<file path="src/rtl/fsrx_pkg.sv">
package fsrx_pkg;

  typedef enum logic [1:0] {
    LN_SE0 = 2'b00,
    LN_J   = 2'b01,
    LN_K   = 2'b10,
    LN_SE1 = 2'b11
  } line_t;

  typedef enum logic [1:0] {
    ST_HUNT = 2'b00,
    ST_DATA = 2'b01,
    ST_EOP1 = 2'b10
  } rx_state_t;

  // K=1, J=0; oldest symbol in bit 7
  localparam logic [7:0] SYNC_SYMBOLS = 8'b1010_1011;
  localparam int unsigned STUFF_LIMIT = 6;

  // After optional swap, J is plus-high/minus-low
  function automatic line_t classify(input logic plus, input logic minus,
                                     input logic swap);
    logic p, m;
    p = swap ? minus : plus;
    m = swap ? plus : minus;
    return line_t'({m, p});
  endfunction

  function automatic logic nrzi_bit(input line_t prev, input line_t cur);
    return (prev == cur);
  endfunction

  function automatic logic [2:0] next_ones(input logic [2:0] ones, input logic b);
    return b ? ones + 3'd1 : 3'd0;
  endfunction

endpackage

</file>
<file path="src/rtl/fsrx_line_sampler.sv">
module fsrx_line_sampler
  import fsrx_pkg::*;
#(
  parameter int SYNC_STAGES = 2
) (
  input  logic  clk,
  input  logic  rst_n,
  input  logic  swap,
  input  logic  pin_p,
  input  logic  pin_n,
  output line_t line_now,
  output logic  line_edge
);
  logic [SYNC_STAGES-1:0] sp;
  logic [SYNC_STAGES-1:0] sn;
  line_t prev_q;

  generate
    if (SYNC_STAGES == 1) begin : g_one
      always_ff @(posedge clk) begin
        if (!rst_n) begin
          sp <= 1'b0;
          sn <= 1'b0;
        end else begin
          sp <= pin_p;
          sn <= pin_n;
        end
      end
    end else begin : g_many
      always_ff @(posedge clk) begin
        if (!rst_n) begin
          sp <= '0;
          sn <= '0;
        end else begin
          sp <= {sp[SYNC_STAGES-2:0], pin_p};
          sn <= {sn[SYNC_STAGES-2:0], pin_n};
        end
      end
    end
  endgenerate

  assign line_now  = classify(sp[SYNC_STAGES-1], sn[SYNC_STAGES-1], swap);
  assign line_edge = (line_now != prev_q);

  always_ff @(posedge clk) begin
    if (!rst_n) prev_q <= LN_SE0;
    else        prev_q <= line_now;
  end
endmodule

</file>
<file path="src/rtl/fsrx_bit_nco.sv">
module fsrx_bit_nco #(
  parameter int NCO_W = 16
) (
  input  logic             clk,
  input  logic             rst_n,
  input  logic             relock,
  input  logic [NCO_W-1:0] step,
  output logic             strobe,
  output logic [NCO_W-1:0] phase
);
  localparam logic [NCO_W-1:0] HALF = NCO_W'(1) << (NCO_W - 1);

  logic [NCO_W:0] sum;

  assign sum    = {1'b0, phase} + {1'b0, step};
  assign strobe = !relock && sum[NCO_W];

  always_ff @(posedge clk) begin
    if (!rst_n)      phase <= HALF;
    else if (relock) phase <= HALF;
    else             phase <= sum[NCO_W-1:0];
  end
endmodule

</file>
<file path="src/rtl/fsrx_decoder.sv">
module fsrx_decoder
  import fsrx_pkg::*;
(
  input  logic       clk,
  input  logic       rst_n,
  input  logic       sample,
  input  line_t      line,
  output logic       byte_valid,
  output logic [7:0] byte_data,
  output logic       pkt_start,
  output logic       pkt_end,
  output logic       stuff_err,
  output logic       in_packet,
  output logic [2:0] ones_count
);
  rx_state_t  state;
  logic [7:0] hist;
  logic [7:0] hist_next;
  logic [7:0] shreg;
  logic [2:0] bitc;
  line_t      prev_sym;
  logic       is_kj;
  logic       bit_now;

  assign is_kj      = (line == LN_J) || (line == LN_K);
  assign hist_next  = {hist[6:0], line == LN_K};
  assign bit_now    = nrzi_bit(prev_sym, line);
  assign in_packet  = (state != ST_HUNT);

  always_ff @(posedge clk) begin
    if (!rst_n) begin
      state      <= ST_HUNT;
      hist       <= '0;
      shreg      <= '0;
      bitc       <= '0;
      ones_count <= '0;
      prev_sym   <= LN_J;
      byte_valid <= 1'b0;
      byte_data  <= '0;
      pkt_start  <= 1'b0;
      pkt_end    <= 1'b0;
      stuff_err  <= 1'b0;
    end else begin
      byte_valid <= 1'b0;
      pkt_start  <= 1'b0;
      pkt_end    <= 1'b0;
      stuff_err  <= 1'b0;
      if (sample) begin
        unique case (state)
          ST_HUNT: begin
            if (is_kj) begin
              hist <= hist_next;
              if (hist_next == SYNC_SYMBOLS) begin
                state      <= ST_DATA;
                pkt_start  <= 1'b1;
                ones_count <= 3'd1;
                bitc       <= '0;
                prev_sym   <= line;
              end
            end else begin
              hist <= '0;
            end
          end
          ST_DATA: begin
            if (line == LN_SE0) begin
              state <= ST_EOP1;
            end else if (!is_kj) begin
              state <= ST_HUNT;
              hist  <= '0;
            end else begin
              prev_sym <= line;
              if (ones_count == 3'(STUFF_LIMIT)) begin
                if (bit_now) begin
                  stuff_err <= 1'b1;
                  state     <= ST_HUNT;
                  hist      <= '0;
                end else begin
                  ones_count <= '0;
                end
              end else begin
                ones_count <= next_ones(ones_count, bit_now);
                shreg      <= {bit_now, shreg[7:1]};
                bitc       <= bitc + 3'd1;
                if (bitc == 3'd7) begin
                  byte_valid <= 1'b1;
                  byte_data  <= {bit_now, shreg[7:1]};
                end
              end
            end
          end
          default: begin
            if (line == LN_SE0) pkt_end <= 1'b1;
            state <= ST_HUNT;
            hist  <= '0;
          end
        endcase
      end
    end
  end
endmodule

</file>
<file path="src/rtl/fs_line_receiver.sv">
module fs_line_receiver
  import fsrx_pkg::*;
#(
  parameter int NCO_W       = 16,
  parameter int SYNC_STAGES = 2
) (
  input  logic             clk,
  input  logic             rst_n,
  input  logic             lo_speed,
  input  logic             line_p,
  input  logic             line_n,
  input  logic [NCO_W-1:0] phase_step,
  output logic             byte_valid,
  output logic [7:0]       byte_data,
  output logic             pkt_start,
  output logic             pkt_end,
  output logic             stuff_err
);
  line_t            line_now;
  logic             line_edge;
  logic             sample;
  logic [NCO_W-1:0] nco_phase;
  logic             in_packet;
  logic [2:0]       ones_count;

  fsrx_line_sampler #(.SYNC_STAGES(SYNC_STAGES)) u_samp (
    .clk       (clk),
    .rst_n     (rst_n),
    .swap      (lo_speed),
    .pin_p     (line_p),
    .pin_n     (line_n),
    .line_now  (line_now),
    .line_edge (line_edge)
  );

  fsrx_bit_nco #(.NCO_W(NCO_W)) u_nco (
    .clk    (clk),
    .rst_n  (rst_n),
    .relock (line_edge),
    .step   (phase_step),
    .strobe (sample),
    .phase  (nco_phase)
  );

  fsrx_decoder u_dec (
    .clk        (clk),
    .rst_n      (rst_n),
    .sample     (sample),
    .line       (line_now),
    .byte_valid (byte_valid),
    .byte_data  (byte_data),
    .pkt_start  (pkt_start),
    .pkt_end    (pkt_end),
    .stuff_err  (stuff_err),
    .in_packet  (in_packet),
    .ones_count (ones_count)
  );
endmodule

</file>
<file path="config.mk">
export PLATFORM = sky130hd
export DESIGN_NAME = fs_line_receiver
export DESIGN_NICKNAME = d
export VERILOG_FILES = /design/src/rtl/fsrx_pkg.sv /design/src/rtl/fsrx_line_sampler.sv /design/src/rtl/fsrx_bit_nco.sv /design/src/rtl/fsrx_decoder.sv /design/src/rtl/fs_line_receiver.sv
export SDC_FILE = /design/constraint.sdc
export NUM_CORES = 1
export LEC_CHECK = 0
export BUFFER_PORTS_ARGS = -buffer_cell sky130_fd_sc_hd__buf_2
export CORE_AREA = 2 2 77 79
export CTS_CLUSTER_DIAMETER = 40
export DETAILED_ROUTE_END_ITERATION = 10
export DIE_AREA = 0 0 79 81
export GPL_TIMING_DRIVEN = 0
export PLACE_DENSITY = 0.8
export SLEW_MARGIN = 20
export SYNTH_ARGS = -nofsm -noshare
export SYNTH_HDL_FRONTEND = slang
export SYNTH_SLANG_ARGS = --single-unit
</file>
<file path="constraint.sdc">
create_clock -name clk -period 3 [get_ports clk]
set_input_delay 0.45 -clock clk [delete_from_list [all_inputs] [get_ports clk]]
set_output_delay 0.45 -clock clk [all_outputs]
set_load 0.01 [all_outputs]
</file>
Word level (Yosys, flattened, before mapping). Index checks and enable logic that the tools add are counted.

Flip-flop bits (word level): 59. Latch bits: 0. Bits in writable memories: 0. Memory bits (read-only): 0. Input port bits: 21. Output and inout port bits: 12. Word-level logic and storage cells: 98. Memories kept: 0.

Add/sub/neg operators: 3. Multipliers: 0. Div/mod/pow operators: 0. Magnitude comparators: 0. Eq/ne operators: 18. Shift-type cells: 0. Muxes and demuxes: 38. Bitwise gates (word level): 6. Reductions and logical operators: 18.

Operators by type and width (count): 2-to-1 mux 3 bit (12); 2-to-1 mux 7 bit (5); 2-to-1 mux 2 bit (10); adder 16 x 16 -> 17 bit (1); case mux 7 bit (2 select lines) (1); AND reduction 7 bit (2); case mux 3 bit (2 select lines) (2); AND reduction 6 bit (2); OR reduction 6 bit (2); AND reduction 5 bit (2); != test 3 bit (second input constant) (3); == test 8 bit (second input constant) (1); != test 4 bit (second input constant) (2); case mux 2 bit (2 select lines) (2); AND reduction 4 bit (2); adder 3 x 1 -> 3 bit (second input constant) (2); == test 3 bit (second input constant) (2); 2-to-1 mux 1 bit (6); != test 2 x 1 -> 1 bit (second input constant) (3); inverter 1 bit (6); == test 2 x 1 -> 1 bit (second input constant) (2); zero test 2 bit (2); != test 2 bit (second input constant) (2); OR reduction 4 bit (1); 8 further kinds (8).

Logic depth before layout (Yosys ltp). Gate-level depths: netlist of the first run.

Word-level depth: 7. Gate-level depth with buffers: 10. Gate-level depth less buffers: 9.

Cells and area by module. From an unflattened synthesis of the first run, not the netlist that was laid out.

Cell total of the unflattened synthesis: 366. Area, all modules: 3173.0 µm².

Modules (own cells, without submodules): fsrx_decoder (times used 1, cells each 193, area an instance 1655.3 µm², sequential area each 720.7 µm²); fsrx_bit_nco (times used 1, cells each 149, area an instance 1263.7 µm², sequential area each 320.3 µm²); fsrx_line_sampler (times used 1, cells each 24, area an instance 254.0 µm², sequential area each 120.1 µm²).

Worst setup path before layout of the first run. Ideal clock, no wire load.

Path type: input -> register. From: in phase_step[0]. To: reg u_dec.hist[0]. Library setup time: 0.072 ns. Data arrival time: 2.307 ns. Required time: 2.928 ns. Path slack: 0.622 ns. Stages: 10. Buffers on the path: 1. Cells stage by stage: ha_1 -> inv_1 -> fa_1 -> nor2b_1 -> o31ai_2 -> a211oi_2 -> o211a_4 -> nor2b_1 -> buf_2 -> mux2i_1.

Cells in the longest elaborated chain, start to end: 3.

Ends and longest elaborated chain: start: declaration (RTL line fs_line_receiver.sv:12) `input logic [NCO_W-1:0] phase_step,`; adder 16 x 16 -> 17 bit (RTL line fsrx_bit_nco.sv:15) `assign sum = {1'b0, phase} + {1'b0, step};`; logical AND 1 bit (RTL line fsrx_bit_nco.sv:16) `assign strobe = !relock && sum[NCO_W];`; AND reduction 4 bit (no source line); end signal: assignment (RTL line fsrx_decoder.sv:52) `hist <= hist_next;`; end: declaration (RTL line fsrx_decoder.sv:17) `logic [7:0] hist;`.

Every way passes these cells. A chain may end at the register's enable or synchronous reset.

Final worst setup path of the first run.
From: reg u_nco.phase[0]. To: reg u_dec.bitc[1].

Cells in the longest elaborated chain, start to end: 3.

Ends and longest elaborated chain: start: declaration (RTL line fsrx_bit_nco.sv:9) `output logic [NCO_W-1:0] phase`; start signal: assignment (RTL line fsrx_bit_nco.sv:21) `else phase <= sum[NCO_W-1:0];`; adder 16 x 16 -> 17 bit (RTL line fsrx_bit_nco.sv:15); logical AND 1 bit (RTL line fsrx_bit_nco.sv:16); AND reduction 7 bit (no source line); end signal: assignment (RTL line fsrx_decoder.sv:83) `bitc <= bitc + 3'd1;`; end: declaration (RTL line fsrx_decoder.sv:20) `logic [2:0] bitc;`.

Every way passes these cells.

==> flow_summary.yaml, run 1 <==
run_status:
  status: "complete, no violations"
finish:
  drive_gt1_frac: 0.163
  syn_to_final_growth_pct: 14.6
  n_antenna_cell: 0
  fill_cells: 495
  final_nets: 455
  final_util: 0.649
die:
  die_h_um: 81
  io_pins: 33
  fp.dieW_um: 79
  core_um2: 5680
  num_rows: 28
  dieArea_um2: 6400
  start_util: 0.567
synthesis:
  syn_area_um2: 3220
  yosysMostFrequentCell: "dfxtp_1"
  synth.largest_area_cell: "dfxtp_1"
  synth.yosys.seq_area_share: 0.361
  ys_seq_elements: 58
  ys_types: 58
  yosys.area.top_type_share: 0.361
  syn_inst: 370
  synth_area_leaders: "dfxtp_1, ha_1, nand2_1"
  syn_area_per_cell_um2: 8.69
  syn_nets: 413
  synth_warnings: 0
  synth_edf_count: 0
  synthArstFlopShare: 0
  yosys-top-cells-count: "dfxtp_1, nand2_1, nor2_1"
  synth_ff_type: "dfxtp_1"
cts:
  post_cts_buffers: 0
  cts_sinks: 58
  clock_path_buffers: 2
  cts-root-buf: "clkbuf_8"
  hold_buffers: 0
  ctsResizeCount: 0
  clkTransAtPathRegs_ns: 0.06
  numCtsBuffers: 9
  clk_latency_ns: 0.34
  htreeDepth: 3
  cts_tree: "done"
sta:
  max_slew.worst_pin.slew_ns: 0.584
  hold_violations: 0
  fin_crit_sh: 0.863
  clock_skew_ns: 0.0114
  fin_crit_ns: 2.59
  setup_viol: 0
  slew_violations: 0
  max_freq_mhz: 386
  slew_headroom: 0.609
  rsz0062_at_grt: "false"
  final.setup.tns_ns: 0
detailed_routing:
  drt_iter0_drc: 95
  drcViolationCount: 0
  wl_per_cell_um: 13.5
  drtPass1Iterations: 4
  dr_total_vias: 2792
  antenna_left: 0
  finalWirelength_um: 6660
  viasPerCell: 5.67
pwr:
  cellPowerDensity_nw_per_um2: 559
  p_seq_frac: 0.401
  power_frac_comb: 0.212
  switchingPower_mw: 0.579
  swShare: 0.281
  leakage_nw: 1.61
  clkPwrFrac: 0.387
  p_int_mw: 1.48
  ir_worst_vdd_v: 0.000351
  total_power_mw: 2.06
setup_path:
  cp_slowest_cell: "fa_1"
  path_buf_inv: 1
  critPathCaptureType: "register"
  crit_chain: "ha_1, inv_1, fa_1, nor2b_1, o31ai_2, a211oi_2, o211ai_2, a21oi_1, o22ai_1"
  crit_fanout: 10
  path_delay_family: "compound AO/OA/AOI/OAI gates"
  critPathMaxStageDelay_ns: 0.38
  required_ns: 3.21
  crit_arrival_ns: 2.80
  worstSetupPathType: "register to register"
  start_kind: "register"
job:
  maxCapViolCount: 0
grt:
  grt_use_total: 0.226
  first_global_vias: 2638
  antenna_found_initial: 0
  grt_start_max_net_pins: 11
  grt_pass1_wl_um: 11400
  grt.overflow.total: 0
place:
  hpwl_um: 4770
  port_buffers: 31
  gp_congestion: 0.841
hold_path:
  hold_class: "primary input to register"
-- metal layers --
layer | up-vias | part of all wire | routed length, um | track usage
li1 | 1414 | - | - | -
met1 | 1322 | 0.47 | 3160 | 0.279
met2 | 46 | 0.47 | 3140 | 0.385
met3 | 10 | 0.039 | 262 | 0.0378
met4 | 0 | 0.015 | 101 | 0.109
met5 | - | 0 | 0 | 0
-- worst register-to-register path: cells and delay by family, from the launching register on --
| kind | cells | cell delay [ns] |
|---|---|---|
| AO/OA/AOI/OAI | 5 | 1.28 |
| adder cells (fa/ha/maj) | 2 | 0.56 |
| buffers and inverters | 1 | 0.07 |
| flip-flops | 1 | 0.31 |
| AND/OR/NAND/NOR | 1 | 0.25 |
-- cell usage in the layout, fill, tap and decap left out, types with 4 or more instances in the layout --
master    netlist  layout
o32a_1          5       5
o21ai_1        10      10
mux2i_1        20      20
nand2_1        55      55
xnor2_1         4       4
clkbuf_8        0      10
and3_1          5       5
o211ai_1        4       4
nand3_1         5       5
dfxtp_1        58      58
a21oi_1        22      22
buf_2           5      36
nor2b_1         6       6
ha_1           21      21
and2_1         13      13
nor3b_1         4       4
a21o_1          4       4
inv_1           9       9
nor4bb_1        4       4
nor3_1          6       6
clkbuf_1        6       7
o21ai_0         7       7
nor2_1         35      35
-- worst paths after layout --
path	start	endpoint	slack (ns)	cells after the start
max	u_nco.phase[0]$_SDFF_PP0_	u_dec.bitc[1]$_SDFFE_PN0P_	0.41	9
min reg2reg	u_samp.sp[0]$_SDFF_PN0_	u_samp.sp[1]$_SDFF_PN0_	0.43	1
min	line_p	u_samp.sp[0]$_SDFF_PN0_	0.33	2
max reg2reg	u_nco.phase[0]$_SDFF_PP0_	u_dec.bitc[1]$_SDFFE_PN0P_	0.41	9
-- area by class of cell --
| class | count | area, um^2 | area share |
|---|---|---|---|
| buffer | 14 | 70.1 | 0.0190 |
| clock buffer | 11 | 141 | 0.0384 |
| sequential | 58 | 1160 | 0.315 |
| inverter | 10 | 37.5 | 0.0102 |
| tap | 75 | 93.8 | 0.0255 |
| multi-input combinational | 288 | 1950 | 0.529 |
| timing repair buffer | 31 | 155 | 0.0421 |
| clock inverter | 5 | 77.6 | 0.0211 |
-- flip-flops by register name, summed over array words and instances, names as in the netlist, 2 cells and up --
name / flops
u_dec.shreg: 7
u_dec.prev_sym: 2
u_samp.sp: 2
u_samp.prev_q: 2
u_dec.byte_data: 8
u_samp.sn: 2
u_dec.bitc: 3
u_dec.hist: 7
u_nco.phase: 16
u_dec.state: 2
u_dec.ones_count: 3
-- power groups by stage --
stage | logic (mW) | clock network, mW | registers [mW]
2_1_floorplan | 0.340 | 0 | 0.838
3_3_place_gp | 0.415 | 0 | 0.841
3_5_place_dp | 0.427 | 0 | 0.843
4_1_cts | 0.434 | 0.811 | 0.825
5_1_grt | 0.492 | 0.845 | 0.829
6_report | 0.437 | 0.797 | 0.825
-- metrics by stage --
| stage | worst slack, ns | std cells | hold WS [ns] | cell area, um^2 |
|---|---|---|---|---|
| 6_report | 0.411 | 492 | 0.330 | 3680 |
| 5_1_grt | 0.216 | 492 | 0.327 | 3680 |
| 3_3_place_gp | 0.250 | 476 | 0.414 | 3460 |
| 4_1_cts | 0.385 | 492 | 0.319 | 3680 |
| 2_1_floorplan | 0.622 | 370 | 0.412 | 3220 |
| 3_5_place_dp | 0.132 | 476 | 0.422 | 3460 |
-- cell families after synthesis --
family / count (synthesis) / synth area share
AO/OA/AOI/OAI: 82 / 0.186
XOR/XNOR: 7 / 0.0191
adder cells (fa/ha/maj): 22 / 0.0879
buffers and inverters: 24 / 0.0335
flip-flops: 58 / 0.361
multiplexers: 20 / 0.0623
AND/OR/NAND/NOR: 157 / 0.251
Note: power is estimated with default switching activity, not from simulation.
==> inputs of run 2 (changes only) <==
CORE_AREA = 2 2 76 78   (was 2 2 77 79)
CTS_BUF_LIST = sky130_fd_sc_hd__clkbuf_4   (was not set)
DIE_AREA = 0 0 78 80   (was 0 0 79 81)
PLACE_DENSITY = 0.81   (was 0.8)
==> flow_summary.yaml, run 2 (synthesis results as in run 1) <==
cts:
  post_cts_buffers: 0
  cts_tree: "done"
  cts_sinks: 58
  ctsResizeCount: 0
  clock_path_buffers: 2
  hold_buffers: 0
  htreeDepth: 3
  clkTransAtPathRegs_ns: 0.10
  clk_latency_ns: 0.41
  numCtsBuffers: 9
  cts-root-buf: "clkbuf_4"
sta:
  slew_violations: 0
  timing.hold.ws_ns: 0.252
  rsz0062_at_grt: "false"
  max_freq_mhz: 387
  hold_violations: 0
  fin_crit_ns: 2.58
  clock_skew_ns: 0.0194
  max_slew.worst_pin.slew_ns: 0.638
  setup_viol: 0
  slew_headroom: 0.573
  final.setup.tns_ns: 0
  fin_crit_sh: 0.861
detailed_routing:
  finalWirelength_um: 6650
  dr_total_vias: 2778
  antenna_left: 0
  drcViolationCount: 0
  drt_iter0_drc: 74
  viasPerCell: 5.68
  drtPass1Iterations: 5
  wl_per_cell_um: 13.6
grt:
  antenna_found_initial: 0
  grt_pass1_wl_um: 11400
  grt_start_max_net_pins: 12
  grt_use_total: 0.230
  first_global_vias: 2626
  grt.overflow.total: 0
pwr:
  cellPowerDensity_nw_per_um2: 549
  ir_worst_vdd_v: 0.000313
  leakage_nw: 1.61
finish:
  stdcell_area_um2: 3650
  final_util: 0.675
  largest_register_ffs: 16
  drive_gt1_frac: 0.165
  n_antenna_cell: 0
  syn_to_final_growth_pct: 13.4
  layout_common_cells: "dfxtp_1, nand2_1, buf_2, nor2_1, a21oi_1"
  layout_commonest_cell: "dfxtp_1"
  fill_cells: 472
  finalNonFillerCells: 489
  reg.largest.list: "u_nco.phase x16, u_dec.byte_data x8"
  top_register: "u_nco.phase"
  final_nets: 455
hold_path:
  hp-start: "line_p"
  hold_class: "primary input to register"
die:
  die_h_um: 80
  io_pins: 33
  num_rows: 27
  core_um2: 5410
  dieArea_um2: 6240
  fp.dieW_um: 78
  start_util: 0.595
setup_path:
  required_ns: 3.29
  start_kind: "register"
  rr_startpoint: "u_nco.phase[0]$_SDFF_PP0_"
  crit_start: "u_nco.phase[0]$_SDFF_PP0_"
  crit_fanout: 10
  crit_arrival_ns: 2.88
  critPathCaptureType: "register"
  worstSetupPathType: "register to register"
place:
  dpl_cell_area_um2: 3460
  dp_cells: 473
  port_buffers: 31
  gp_congestion: 0.865
  hpwl_um: 4810
run_status:
  status: "complete, no violations"
job:
  maxCapViolCount: 0
-- run 2: changes by cell type in the layout (fill, tap and decap cells not counted) --
| cell | change |
|---|---|
| clkbuf_1 | -1 |
| clkinv_4 | +2 |
| clkbuf_8 | -10 |
| bufinv_16 | +1 |
| clkbuf_4 | +9 |
| clkinvlp_4 | -1 |
-- run 2: final timing paths --
path	to	slack [ns]	cells after the start
worst min-delay path	u_samp.sp[0]$_SDFF_PN0_	0.25	2
worst min register to register	u_samp.sn[1]$_SDFF_PN0_	0.44	1
worst max register to register	u_dec.bitc[2]$_SDFFE_PN0P_	0.42	9
worst max-delay path	u_dec.bitc[2]$_SDFFE_PN0P_	0.42	9
-- run 2: critical path: stages, from the launching register on --
cell and delay [ns]:
dfxtp_1 0.32, ha_1 0.17, inv_1 0.06, fa_1 0.39, nor2b_1 0.23, o31ai_2 0.13
a211oi_2 0.40, o211ai_2 0.30, a21oi_1 0.34, o22ai_1 0.13
-- run 2: through the flow --
| stage | total power [mW] | setup WS [ns] |
|---|---|---|
| floorplan | 1.18 | 0.622 |
| global placement | 1.26 | 0.262 |
| detailed placement | 1.27 | 0.207 |
| CTS | 2.01 | 0.418 |
| global route | 2.11 | 0.191 |
| finish | 2.00 | 0.418 |
-- run 2: layout make-up --
type	count	area, um^2	area share
sequential	58	1160	0.318
tap	72	90.1	0.0247
clock buffer	9	67.6	0.0185
inverter	10	37.5	0.0103
multi-input combinational	288	1950	0.534
buffer	14	70.1	0.0192
clock inverter	7	118	0.0323
timing repair buffer	31	155	0.0426
-- run 2: where the power goes --
part	switching [mW]	internal, mW	leakage [nW]
logic	0.259	0.182	1.03
registers	0.0147	0.810	0.472
clock network	0.313	0.422	0.0999
-- run 2: metal layers --
layer | global-route usage | vias up | wire, um
met4 | 0.0895 | 0 | 109
li1 | - | 1409 | -
met5 | 0 | - | 0
met1 | 0.273 | 1296 | 3110
met3 | 0.0543 | 12 | 285
met2 | 0.401 | 61 | 3150
